<file path="config.mk">
export PLATFORM = sky130hd
export DESIGN_NAME = extmem_seq
export DESIGN_NICKNAME = d
export VERILOG_FILES = /design/src/rtl/extmem_pkg.sv /design/src/rtl/extmem_dpath.sv /design/src/rtl/extmem_ctrl.sv /design/src/rtl/extmem_seq.sv
export SDC_FILE = /design/constraint.sdc
export NUM_CORES = 1
export LEC_CHECK = 0
export BUFFER_PORTS_ARGS = -buffer_cell sky130_fd_sc_hd__buf_4
export CAP_MARGIN = 20
export CELL_PAD_IN_SITES_DETAIL_PLACEMENT = 1
export CELL_PAD_IN_SITES_GLOBAL_PLACEMENT = 1
export CORE_ASPECT_RATIO = 2
export CORE_MARGIN = 2
export CORE_UTILIZATION = 37
export DETAILED_ROUTE_END_ITERATION = 6
export PLACE_DENSITY_LB_ADDON = 0.08
export RECOVER_POWER = 50
export SYNTH_ARGS = -nofsm -noshare
export SYNTH_HDL_FRONTEND = slang
export SYNTH_SLANG_ARGS = --single-unit
</file>
<file path="constraint.sdc">
create_clock -name clk -period 2.2 [get_ports clk]
set_input_delay 0.22 -clock clk [delete_from_list [all_inputs] [get_ports clk]]
set_output_delay 0.22 -clock clk [all_outputs]
set_load 0.05 [all_outputs]
</file>
<file path="src/rtl/extmem_pkg.sv">
package extmem_pkg;

  localparam int WS_W   = 5;
  localparam int HOLD_W = 3;
  localparam int CNT_W  = $clog2((1 << WS_W) + 1);

  typedef enum logic [2:0] {
    ST_IDLE,
    ST_STROBE,
    ST_ACKWAIT,
    ST_HOLD,
    ST_DONE
  } seqState_t;

  typedef struct packed {
    logic latchReq;
    logic decWait;
    logic loadHold;
    logic decHold;
  } seqCtrl_t;

  function automatic logic [CNT_W-1:0] decodeWait(input logic [WS_W-1:0] code);
    logic [CNT_W-1:0] len;
    if (code == '0) len = CNT_W'(1 << WS_W);
    else            len = CNT_W'(code);
    return len;
  endfunction

endpackage

</file>
<file path="src/rtl/extmem_dpath.sv">
module extmem_dpath
  import extmem_pkg::*;
#(
  parameter int ADDR_W = 24
) (
  input  logic                clk,
  input  logic                rstN,
  input  seqCtrl_t            ctrl,
  input  logic [WS_W-1:0]     cfgWaitStates,
  input  logic [HOLD_W-1:0]   cfgHoldCycles,
  input  logic                reqWrite,
  input  logic [ADDR_W-1:0]   reqAddr,
  output logic [ADDR_W-1:0]   addrQ,
  output logic                writeQ,
  output logic                waitLast,
  output logic                holdLast,
  output logic                holdNone
);

  logic [CNT_W-1:0]  waitCnt;
  logic [HOLD_W-1:0] holdCnt;

  always_ff @(posedge clk or negedge rstN) begin
    if (!rstN) begin
      addrQ   <= '0;
      writeQ  <= 1'b0;
      waitCnt <= '0;
    end else if (ctrl.latchReq) begin
      addrQ   <= reqAddr;
      writeQ  <= reqWrite;
      waitCnt <= decodeWait(cfgWaitStates);
    end else if (ctrl.decWait) begin
      waitCnt <= waitCnt - 1'b1;
    end
  end

  always_ff @(posedge clk or negedge rstN) begin
    if (!rstN) begin
      holdCnt <= '0;
    end else if (ctrl.loadHold) begin
      holdCnt <= cfgHoldCycles;
    end else if (ctrl.decHold) begin
      holdCnt <= holdCnt - 1'b1;
    end
  end

  assign waitLast = (waitCnt == CNT_W'(1));
  assign holdLast = (holdCnt == HOLD_W'(1));
  assign holdNone = (cfgHoldCycles == '0);

endmodule

</file>
<file path="src/rtl/extmem_ctrl.sv">
module extmem_ctrl
  import extmem_pkg::*;
(
  input  logic      clk,
  input  logic      rstN,
  input  logic      cfgEnable,
  input  logic      cfgAckEnable,
  input  logic      reqValid,
  input  logic      ackIn,
  input  logic      writeQ,
  input  logic      waitLast,
  input  logic      holdLast,
  input  logic      holdNone,
  output seqCtrl_t  ctrl,
  output logic      reqReady,
  output logic      addrValid,
  output logic      rdStrobe,
  output logic      wrStrobe,
  output logic      dataEnable,
  output logic      donePulse
);

  seqState_t state, stateNext;
  logic      strobing;

  always_ff @(posedge clk or negedge rstN) begin
    if (!rstN) state <= ST_IDLE;
    else       state <= stateNext;
  end

  always_comb begin
    stateNext = state;
    ctrl      = '0;
    unique case (state)
      ST_IDLE: begin
        if (cfgEnable && reqValid) begin
          ctrl.latchReq = 1'b1;
          stateNext     = ST_STROBE;
        end
      end
      ST_STROBE: begin
        if (!waitLast) begin
          ctrl.decWait = 1'b1;
        end else if (cfgAckEnable && !ackIn) begin
          stateNext = ST_ACKWAIT;
        end else if (writeQ && !holdNone) begin
          ctrl.loadHold = 1'b1;
          stateNext     = ST_HOLD;
        end else begin
          stateNext = ST_DONE;
        end
      end
      ST_ACKWAIT: begin
        if (ackIn) begin
          if (writeQ && !holdNone) begin
            ctrl.loadHold = 1'b1;
            stateNext     = ST_HOLD;
          end else begin
            stateNext = ST_DONE;
          end
        end
      end
      ST_HOLD: begin
        if (holdLast) stateNext = ST_DONE;
        else          ctrl.decHold = 1'b1;
      end
      ST_DONE:  stateNext = ST_IDLE;
      default:  stateNext = ST_IDLE;
    endcase
  end

  assign strobing   = (state == ST_STROBE) || (state == ST_ACKWAIT);
  assign reqReady   = (state == ST_IDLE) && cfgEnable;
  assign addrValid  = strobing || (state == ST_HOLD);
  assign rdStrobe   = strobing && !writeQ;
  assign wrStrobe   = strobing && writeQ;
  assign dataEnable = addrValid && writeQ;
  assign donePulse  = (state == ST_DONE);

endmodule

</file>
<file path="src/rtl/extmem_seq.sv">
module extmem_seq
  import extmem_pkg::*;
#(
  parameter int ADDR_W = 24
) (
  input  logic              clk,
  input  logic              rstN,
  input  logic              cfgEnable,
  input  logic [4:0]        cfgWaitStates,
  input  logic              cfgAckEnable,
  input  logic [2:0]        cfgHoldCycles,
  input  logic              reqValid,
  input  logic              reqWrite,
  input  logic [ADDR_W-1:0] reqAddr,
  input  logic              ackIn,
  output logic              reqReady,
  output logic [ADDR_W-1:0] busAddr,
  output logic              addrValid,
  output logic              rdStrobe,
  output logic              wrStrobe,
  output logic              dataEnable,
  output logic              donePulse
);

  seqCtrl_t ctrl;
  logic     writeQ;
  logic     waitLast;
  logic     holdLast;
  logic     holdNone;

  extmem_ctrl u_ctrl (
    .clk          (clk),
    .rstN         (rstN),
    .cfgEnable    (cfgEnable),
    .cfgAckEnable (cfgAckEnable),
    .reqValid     (reqValid),
    .ackIn        (ackIn),
    .writeQ       (writeQ),
    .waitLast     (waitLast),
    .holdLast     (holdLast),
    .holdNone     (holdNone),
    .ctrl         (ctrl),
    .reqReady     (reqReady),
    .addrValid    (addrValid),
    .rdStrobe     (rdStrobe),
    .wrStrobe     (wrStrobe),
    .dataEnable   (dataEnable),
    .donePulse    (donePulse)
  );

  extmem_dpath #(.ADDR_W(ADDR_W)) u_dpath (
    .clk           (clk),
    .rstN          (rstN),
    .ctrl          (ctrl),
    .cfgWaitStates (cfgWaitStates),
    .cfgHoldCycles (cfgHoldCycles),
    .reqWrite      (reqWrite),
    .reqAddr       (reqAddr),
    .addrQ         (busAddr),
    .writeQ        (writeQ),
    .waitLast      (waitLast),
    .holdLast      (holdLast),
    .holdNone      (holdNone)
  );

endmodule

</file>
# Word-level counts from Yosys, hierarchy flattened
# Cells that the tools add are included.
[word_totals] inputBits=39 regBits=37 output_inout_bits=30 memories=0 mem_bits_rw=0 latch_bits=0 wordCells=58 rom_bits=0
[op_classes] shift=0 muxes=23 eq_ne=10 mul=0 n_addsub=2 magnitude_cmp=0 n_bitwise=0 n_div=0 reduce_logical=18
[ops] op="$mux W3" count=8
[ops] op="$mux W6" count=3
[ops] op="$pmux W3 S4" count=1
[ops] op="$mux W1" count=10
[ops] op="$logic_and A1 B1 Y1" count=7
[ops] op="$eq A3 B1 Y1 const B" count=2
[ops] op="$eq A3 B2 Y1 const B" count=2
[ops] op="$eq A6 B1 Y1 const B" count=1
[ops] op="$logic_not A3 Y1" count=2
[ops] op="$sub A6 B1 Y6 const B" count=1
[ops] op="$logic_not A5 Y1" count=1
[ops] op="$ne A2 B1 Y1 const B" count=2
[ops] op="$ne A2 B2 Y1 const B" count=2
[ops] op="$reduce_and A4 Y1" count=1
[ops] op="$reduce_bool A2 Y1" count=2
[ops] op="$eq A3 B3 Y1 const B" count=1
[ops] op="$logic_not A1 Y1" count=3
[ops] op="$sub A3 B1 Y3 const B" count=1
[ops] op="$logic_or A1 B1 Y1" count=2
[ops] op="$pmux W1 S2" count=1

# Longest topological paths before layout
# Gate-level depths: netlist (run 1).
[depth] depth_word=8 depth_mapped=7 mapped_depth_nobuf=6

# Cells and area by module
# A second synthesis (run 1) with hierarchy kept.
[hier_totals] cells_unflattened=156 hier_area_um2=1795.5
[modules_own_cells] module="extmem_dpath" area_each_um2=1466.4 cells_each=112 n_inst=1 seq_area_each_um2=850.8
[modules_own_cells] module="extmem_ctrl" area_each_um2=329.1 cells_each=44 n_inst=1 seq_area_each_um2=75.1

# Worst setup path before layout (run 1)
# No wires, ideal clock.
[synth_timing] path_type="register -> register" startpoint="register u_ctrl.state[2]" endpoint="register u_dpath.addrQ[12]" stages_incl_launch_ff=6 path_slack_ps=-361 synth_period_minus_slack_ps=2561 setup_time_ps=128 arrival_ps=2433 required_time_ps=2072 n_path_buf=2 path_cell_list="dfrtp_1 buf_2 nor4b_2 nand2_1 clkbuf_1 mux2_1"
[synth_between] elab_chain_cells=2
[synth_lines] element="start, declared" line_no="extmem_ctrl.sv:23" rtl="seqState_t state, stateNext;"
[synth_lines] element="start signal, assigned" line_no="extmem_ctrl.sv:28" rtl="else state <= stateNext;"
[synth_lines] element="$logic_not A3 Y1" line_no="extmem_ctrl.sv:34" rtl="unique case (state)"
[synth_lines] element="$mux W1" line_no="extmem_ctrl.sv:34"
[synth_lines] element="end signal, assigned" line_no="extmem_dpath.sv:29" rtl="addrQ <= reqAddr;"
[synth_lines] element="end, declared" line_no="extmem_dpath.sv:13" rtl="output logic [ADDR_W-1:0] addrQ,"
# No other way between the ends.
# A chain may end at the register's enable or synchronous reset.

# Worst setup path after layout (run 1)
[layout_timing] startpoint="register u_dpath.waitCnt[1]" endpoint="register u_dpath.waitCnt[3]"
[layout_between] elab_chain_cells=4 elab_cells_between_ends=7 classes_between="add/sub: 1; eq/ne: 1; mux: 4; reduce/logical: 1"
[layout_lines] element="start, declared" line_no="extmem_dpath.sv:20" rtl="logic [CNT_W-1:0] waitCnt;"
[layout_lines] element="start signal, assigned" line_no="extmem_dpath.sv:31" rtl="waitCnt <= decodeWait(cfgWaitStates);"
[layout_lines] element="start signal, assigned" line_no="extmem_dpath.sv:33" rtl="waitCnt <= waitCnt - 1'b1;"
[layout_lines] element="branches (longest 4 deep; another with $sub A6 B1 Y6)"
# Several ways; the timed one is not identified. The select of a mux whose other input is x is not followed.

==> summary.txt, run 1 <==
Global route
  • Vias in the first global route: 1820
  • Pin count of the biggest net entering global routing: 38
  • GRT Total Usage: 19.5%
  • Antenna violations before repair: 0
  • First-pass GRT wire length: 8080 um
  • Total gr overflow: 0

Timing
  • Worst slew pin tran: 0.944 ns
  • Number of setup violations in the final report: 0
  • Final Max Slew Viols: 0
  • TNS Setup: 0 ns
  • F_max: 519 MHz
  • RSZ-0062 raised after global routing: no
  • Min setup slack post-route: 0.273 ns
  • Min Tclk post-route: 1.93 ns
  • Worst Clk Skew: 0.00442 ns
  • Tcrit/Tclk final: 87.6%
  • Slew HR: 37.1%
  • WHS: 0.140 ns
  • Final hold violation count: 0

Floorplan
  • Core area: 4860 um2
  • Std cell rows: 36
  • Chip Width: 54.0 um
  • # IOs: 69
  • DIE AREA: 5610 um2
  • Die Span Y: 104 um
  • Initial Util: 38.0%

Final layout
  • Commonest non-fill, non-tap cell in the layout: buf_4
  • Fillers: 552
  • Fin cells: 283
  • Proportion of layout cells with a drive suffix above 1: 41.6%
  • Area grow syn2layout: 34.2%
  • Final nets: 268
  • Most frequent cells in the layout: buf_4 (55), dfrtp_1 (37), mux2_2 (20)
  • Design Area, Final: 2480 um2
  • Antenna diode count: 0

Clock tree
  • Later-pin clock latency in the skew report: 0.29 ns
  • Clock Tree Buf Depth: 2
  • Post-CTS Setup Inserts: 0
  • Root Buffer: clkbuf_8
  • Post-CTS Resized: 0
  • Cts bufs inserted: 5
  • Worst-path clk slew: 0.08 ns
  • H-tree Lvls: 2
  • Clk sink count: 37
  • TritonCTS clock tree: done

Power
  • Peak VDD IR: 1.11 mV
  • Static Leak: 1.14 nW
  • Fraction of power spent switching nets: 51.4%
  • Power density over cell area: 1750 nW/um2
  • P_int: 2.11 mW
  • Clock share of power: 10.9%
  • Sequential share of power: 30.6%
  • Comb power frac: 58.6%
  • Switching power: 2.23 mW

Route
  • WL final: 5060 um
  • Wire per inst: 17.9 um
  • Total number of vias: 1525
  • Initial DRC Count: 5
  • DRC viols: 0
  • First drt pass iteration count: 4
  • Routed Antenna Nets: 0
  • Detailed-route vias per instance: 5.39

Setup path
  • Largest stage delay, worst path: 0.51 ns
  • Slowest cell on the critical path: or4b_1
  • Worst Setup End Kind: register
  • Buffer and inverter count on the worst path: 1
  • Critical Path AT: 2.11 ns
  • CP Cell Sequence: inv_1 -> ha_1 -> or4b_1 -> o21ai_2 -> nand2_1 -> o221a_2
  • Critical path's top delay family: simple AND/OR/NAND/NOR gates
  • CP Class: reg -> reg
  • CP Launch Type: register
  • WP data required: 2.38 ns
  • CP max FO: 4

Place
  • Pre-CTS WS: 0.273 ns
  • Routability cong.: 0.760
  • Post-DP HPWL: 4030 um
  • Port Buffers: 68
  • Placed cells: 274
  • Placed cell area: 2440 um2

Worst hold path
  • Worst Hold Class: in -> reg

Logic synthesis
  • Post-Synth Simple-Gate Area: 12.0%
  • Post-Syn Instances: 152
  • Post-synthesis mux area share: 18.2%
  • Yosys cell types: 45
  • Compound-Gate Fraction of Synth Area: 11.8%
  • Synthesized area: 1850 um2
  • Main combinational cell family by area after synthesis: multiplexers
  • Asr flop ratio synth: 100%
  • Prevailing post-synth register cell: dfrtp_1
  • Syn Nets: 195
  • Synth Area in Adders: 2.71%
  • Flops & latches, synth: 37
  • Sequential element share of the synthesized area: 50.1%
  • YS warnings: 0
  • Syn Area/Cell: 12.2 um2
  • Xor/xnor share of the synthesized area: 1.89%
  • Post-synth EDFFs: 0

Job
  • Max Cap Violations: 0

Outcome
  • Status: complete, no violations
routing by layer:
metal / share of wire [%] / track usage (%) / vias up
li1: - / - / 694
met1: 31 / 16.6 / 769
met2: 63 / 39.3 / 52
met3: 4.1 / 3.16 / 10
met4: 2.2 / 8.04 / 0
met5: 0 / 0 / -
stage by stage:
| stage | power (mW) | utilization, % |
|---|---|---|
| finish | 4.35 | 51.0 |
| global route | 4.60 | 51.0 |
| CTS | 4.54 | 52.2 |
| detailed placement | 4.05 | 50.2 |
| global placement | 3.93 | 50.2 |
| floorplan | 3.17 | - |
what timing repair did:
item / 4_1_cts / 5_1_grt
endpoints found under the hold margin: 37 / 0
hold buffers: 1 / 0
setup endpoints to repair: 0 / 0
registers in the layout, summed over array words and instances, names as in the netlist:
signal and count:
u_ctrl.state 3, u_dpath.writeQ 1, u_dpath.addrQ 24, u_dpath.waitCnt 6
u_dpath.holdCnt 3
synth_stat cells (3+ instances only):
cell type  instances  share of area (%)
mux2_1             5                3.0
inv_1              6                1.2
nor2b_1            3                1.0
nor2_1             8                1.6
buf_2              4                1.1
ha_1               4                2.7
dfrtp_1           37                 50
o21ai_1            3               0.81
and2_1             3                1.0
a211oi_1           3                1.2
mux2_4             3                2.4
nand2_1            3               0.61
o21ai_0            5                1.4
a21oi_1            6                1.6
mux2_2            20                 12
xor2_1             3                1.4
power groups by stage:
stage          registers (mW)  logic, mW  clock network [mW]
6_report                 1.33       2.54               0.473
2_1_floorplan            2.04       1.13                   0
3_3_place_gp             1.31       2.62                   0
3_5_place_dp             1.35       2.70                   0
5_1_grt                  1.38       2.71               0.515
4_1_cts                  1.34       2.71               0.494
worst paths after layout:
kind                                     from            endpoint  slack (ns)  cells past startpoint
max                        u_dpath.waitCnt[1]  u_dpath.waitCnt[3]        0.27                      6
min                               reqAddr[22]   u_dpath.addrQ[22]        0.14                      2
max reg2reg                u_dpath.waitCnt[1]  u_dpath.waitCnt[3]        0.27                      6
min reg2reg                 u_dpath.addrQ[21]   u_dpath.addrQ[21]        0.51                      1
max in group asynchronous                rstN    u_dpath.addrQ[3]        1.00                      2
min in group asynchronous                rstN   u_dpath.addrQ[19]        0.61                      2
cells by family after synthesis:
group	after synthesis
buf+inv	13
simple gates	33
mux	29
fa+ha+maj	4
xor+xnor	4
flops	37
compound gates	32
cell type report:
type,instances,area (um2),area share [%]
Clock buffer,5,68.8,2.77
Clock inverter,3,17.5,0.706
Inverter,6,22.5,0.908
Multi-Input combinational cell,102,871,35.1
Sequential cell,37,926,37.3
Tap cell,57,71.3,2.87
Timing Repair Buffer,73,504,20.3
No activity file was read; power rests on OpenSTA's default activity.
==> inputs of run 2 (changes only) <==
- CORE_UTILIZATION: 37 -> 30
==> run 2 against run 1 <==
Effect of this change:
- cell count rose by 1.8%
- worst hold slack gained 0.013 ns
- global-route usage shrank 2.7 points
- power grew 4.5%
- critical path type unchanged
==> summary.txt, run 2 (synthesis results as in run 1) <==
Setup path
  • WP data required: 2.36 ns (-0.02 ns)
  • CP Class: reg -> reg
  • Critical Path AT: 2.11 ns (about the same)
  • Worst Setup End Kind: register
  • CP max FO: 6 (+2)
  • CP Launch Type: register

Clock tree
  • H-tree Lvls: 2 (unchanged)
  • Later-pin clock latency in the skew report: 0.28 ns (about the same)
  • Root Buffer: clkbuf_16
  • Clk sink count: 37 (unchanged)
  • TritonCTS clock tree: done
  • Worst-path clk slew: 0.05 ns (-0.03 ns)
  • Clock Tree Buf Depth: 2 (unchanged)
  • Cts bufs inserted: 5 (unchanged)

Route
  • DRC viols: 0 (unchanged)
  • Detailed-route vias per instance: 5.20 (-3.4%)
  • Wire per inst: 17.7 um (-0.86%)
  • Routed Antenna Nets: 0 (unchanged)
  • First drt pass iteration count: 4 (unchanged)
  • Initial DRC Count: 53 (+48)
  • WL final: 5100 um (+0.89%)
  • Total number of vias: 1499 (-1.7%)

Global route
  • Antenna violations before repair: 0 (unchanged)
  • GRT Total Usage: 16.8% (-2.7 points)
  • Pin count of the biggest net entering global routing: 38 (unchanged)
  • Vias in the first global route: 1746 (-4.1%)
  • First-pass GRT wire length: 8500 um (+5.2%)
  • Total gr overflow: 0 (unchanged)

Timing
  • Final hold violation count: 0 (unchanged)
  • Tcrit/Tclk final: 88.4% (+0.79 points)
  • TNS Setup: 0 ns (unchanged)
  • RSZ-0062 raised after global routing: no
  • Min Tclk post-route: 1.94 ns (+0.0174 ns)
  • F_max: 514 MHz (-0.90%)
  • WHS: 0.153 ns (+0.0128 ns)
  • Worst Clk Skew: 0.00382 ns (-0.000593 ns)
  • Final Max Slew Viols: 0 (unchanged)
  • Worst slew pin tran: 0.953 ns (+0.00959 ns)
  • Slew HR: 36.5% (-0.64 points)
  • Number of setup violations in the final report: 0 (unchanged)

Place
  • Post-DP HPWL: 4040 um (+0.31%)
  • Routability cong.: 0.854 (+12%)
  • Placed cell area: 2440 um2 (unchanged)
  • Placed cells: 279 (+1.8%)
  • Port Buffers: 68 (unchanged)

Floorplan
  • DIE AREA: 6850 um2 (+22%)
  • Initial Util: 30.8% (-7.2 points)
  • Chip Width: 59.5 um (+10%)
  • Std cell rows: 40 (+11%)
  • Die Span Y: 115 um (+11%)
  • Core area: 6010 um2 (+23%)
  • # IOs: 69 (unchanged)

Final layout
  • Design Area, Final: 2530 um2 (+2.1%)
  • Fillers: 683 (+24%)
  • Most frequent cells in the layout: buf_4 (54), dfrtp_1 (37), mux2_2 (20)
  • Area grow syn2layout: 37.0%
  • Biggest registers after layout: u_dpath.addrQ x24, u_dpath.waitCnt x6
  • Largest Register: u_dpath.addrQ
  • Fin cells: 288 (+1.8%)
  • Commonest non-fill, non-tap cell in the layout: buf_4
  • Final nets: 267 (-0.37%)
  • Antenna diode count: 0 (unchanged)
  • Max FFs per register: 24 (unchanged)
  • Proportion of layout cells with a drive suffix above 1: 40.9% (-0.70 points)

Power
  • Overall power: 4.54 mW (+4.5%)
  • Static Leak: 1.16 nW (+1.9%)
  • Peak VDD IR: 0.575 mV (-48%)
  • Power density over cell area: 1790 nW/um2 (+2.3%)

Outcome
  • Status: complete, no violations

Worst hold path
  • Worst Hold Class: in -> reg

Job
  • Max Cap Violations: 0 (unchanged)
## run 2: cell count changes in the layout (fill, tap and decap cells not counted)
| cell | change |
|---|---|
| buf_4 | -1 |
| clkbuf_1 | +1 |
| clkbuf_16 | +5 |
| clkbuf_8 | -5 |
| clkinvlp_4 | -1 |
## run 2: layout make-up
cell class / instances / area [um2] / share of cell area, %
repair buffers: 72 / 497 / 19.6
inverters: 6 / 22.5 / 0.889
well taps: 63 / 78.8 / 3.11
clock buffers: 6 / 129 / 5.09
clock inverters: 2 / 10.0 / 0.395
multi-input cells: 102 / 871 / 34.4
flip-flops and latches: 37 / 926 / 36.5
## run 2: final timing paths
check	startpoint	endpoint	slack [ns]	cells after the start
worst max register to register	u_dpath.waitCnt[1]	u_dpath.holdCnt[2]	0.26	6
max in group asynchronous	rstN	u_dpath.waitCnt[2]	0.99	2
min in group asynchronous	rstN	u_dpath.addrQ[2]	0.62	2
worst max-delay path	u_dpath.waitCnt[1]	u_dpath.holdCnt[2]	0.26	6
worst min register to register	u_dpath.addrQ[0]	u_dpath.addrQ[0]	0.49	1
worst min-delay path	reqAddr[0]	u_dpath.addrQ[0]	0.15	2
## run 2: power by group
| group | leakage, nW | internal, mW | switching, mW | total (mW) |
|---|---|---|---|---|
| Clock | 0.0706 | 0.415 | 0.261 | 0.676 |
| Combinational | 0.648 | 0.868 | 1.68 | 2.55 |
| Sequential | 0.439 | 1.03 | 0.293 | 1.32 |
| Total | 1.16 | 2.31 | 2.23 | 4.54 |
## run 2: through the flow
stage          worst slack, ns  utilization (%)
2_1_floorplan           0.0424                -
3_3_place_gp             0.349             40.7
3_5_place_dp             0.260             40.7
4_1_cts                  0.241             43.2
5_1_grt                 0.0954             42.2
6_report                 0.255             42.2
## run 2: timing repair
item / 4_1_cts / 5_1_grt
resized for setup: 0 / 0
setup endpoints to repair: 0 / 0
buffers inserted: 0 / 0
endpoints found under the hold margin: 37 / 0
hold buffers: 1 / 0
## run 2: worst max-delay path, cell delays in order, from the launching register on
cell	delay, ns
dfrtp_1	0.37
inv_1	0.10
ha_1	0.19
nor4b_4	0.34
nand3_1	0.12
o32a_1	0.38
mux2_4	0.32
## run 2: layer usage
metal | routed length, um | part of all wire (%) | global-route usage [%]
met1 | 1620 | 32 | 15.5
met2 | 3130 | 61 | 32.7
met3 | 222 | 4.4 | 3.49
met4 | 128 | 2.5 | 8.44
met5 | 0 | 0 | 0
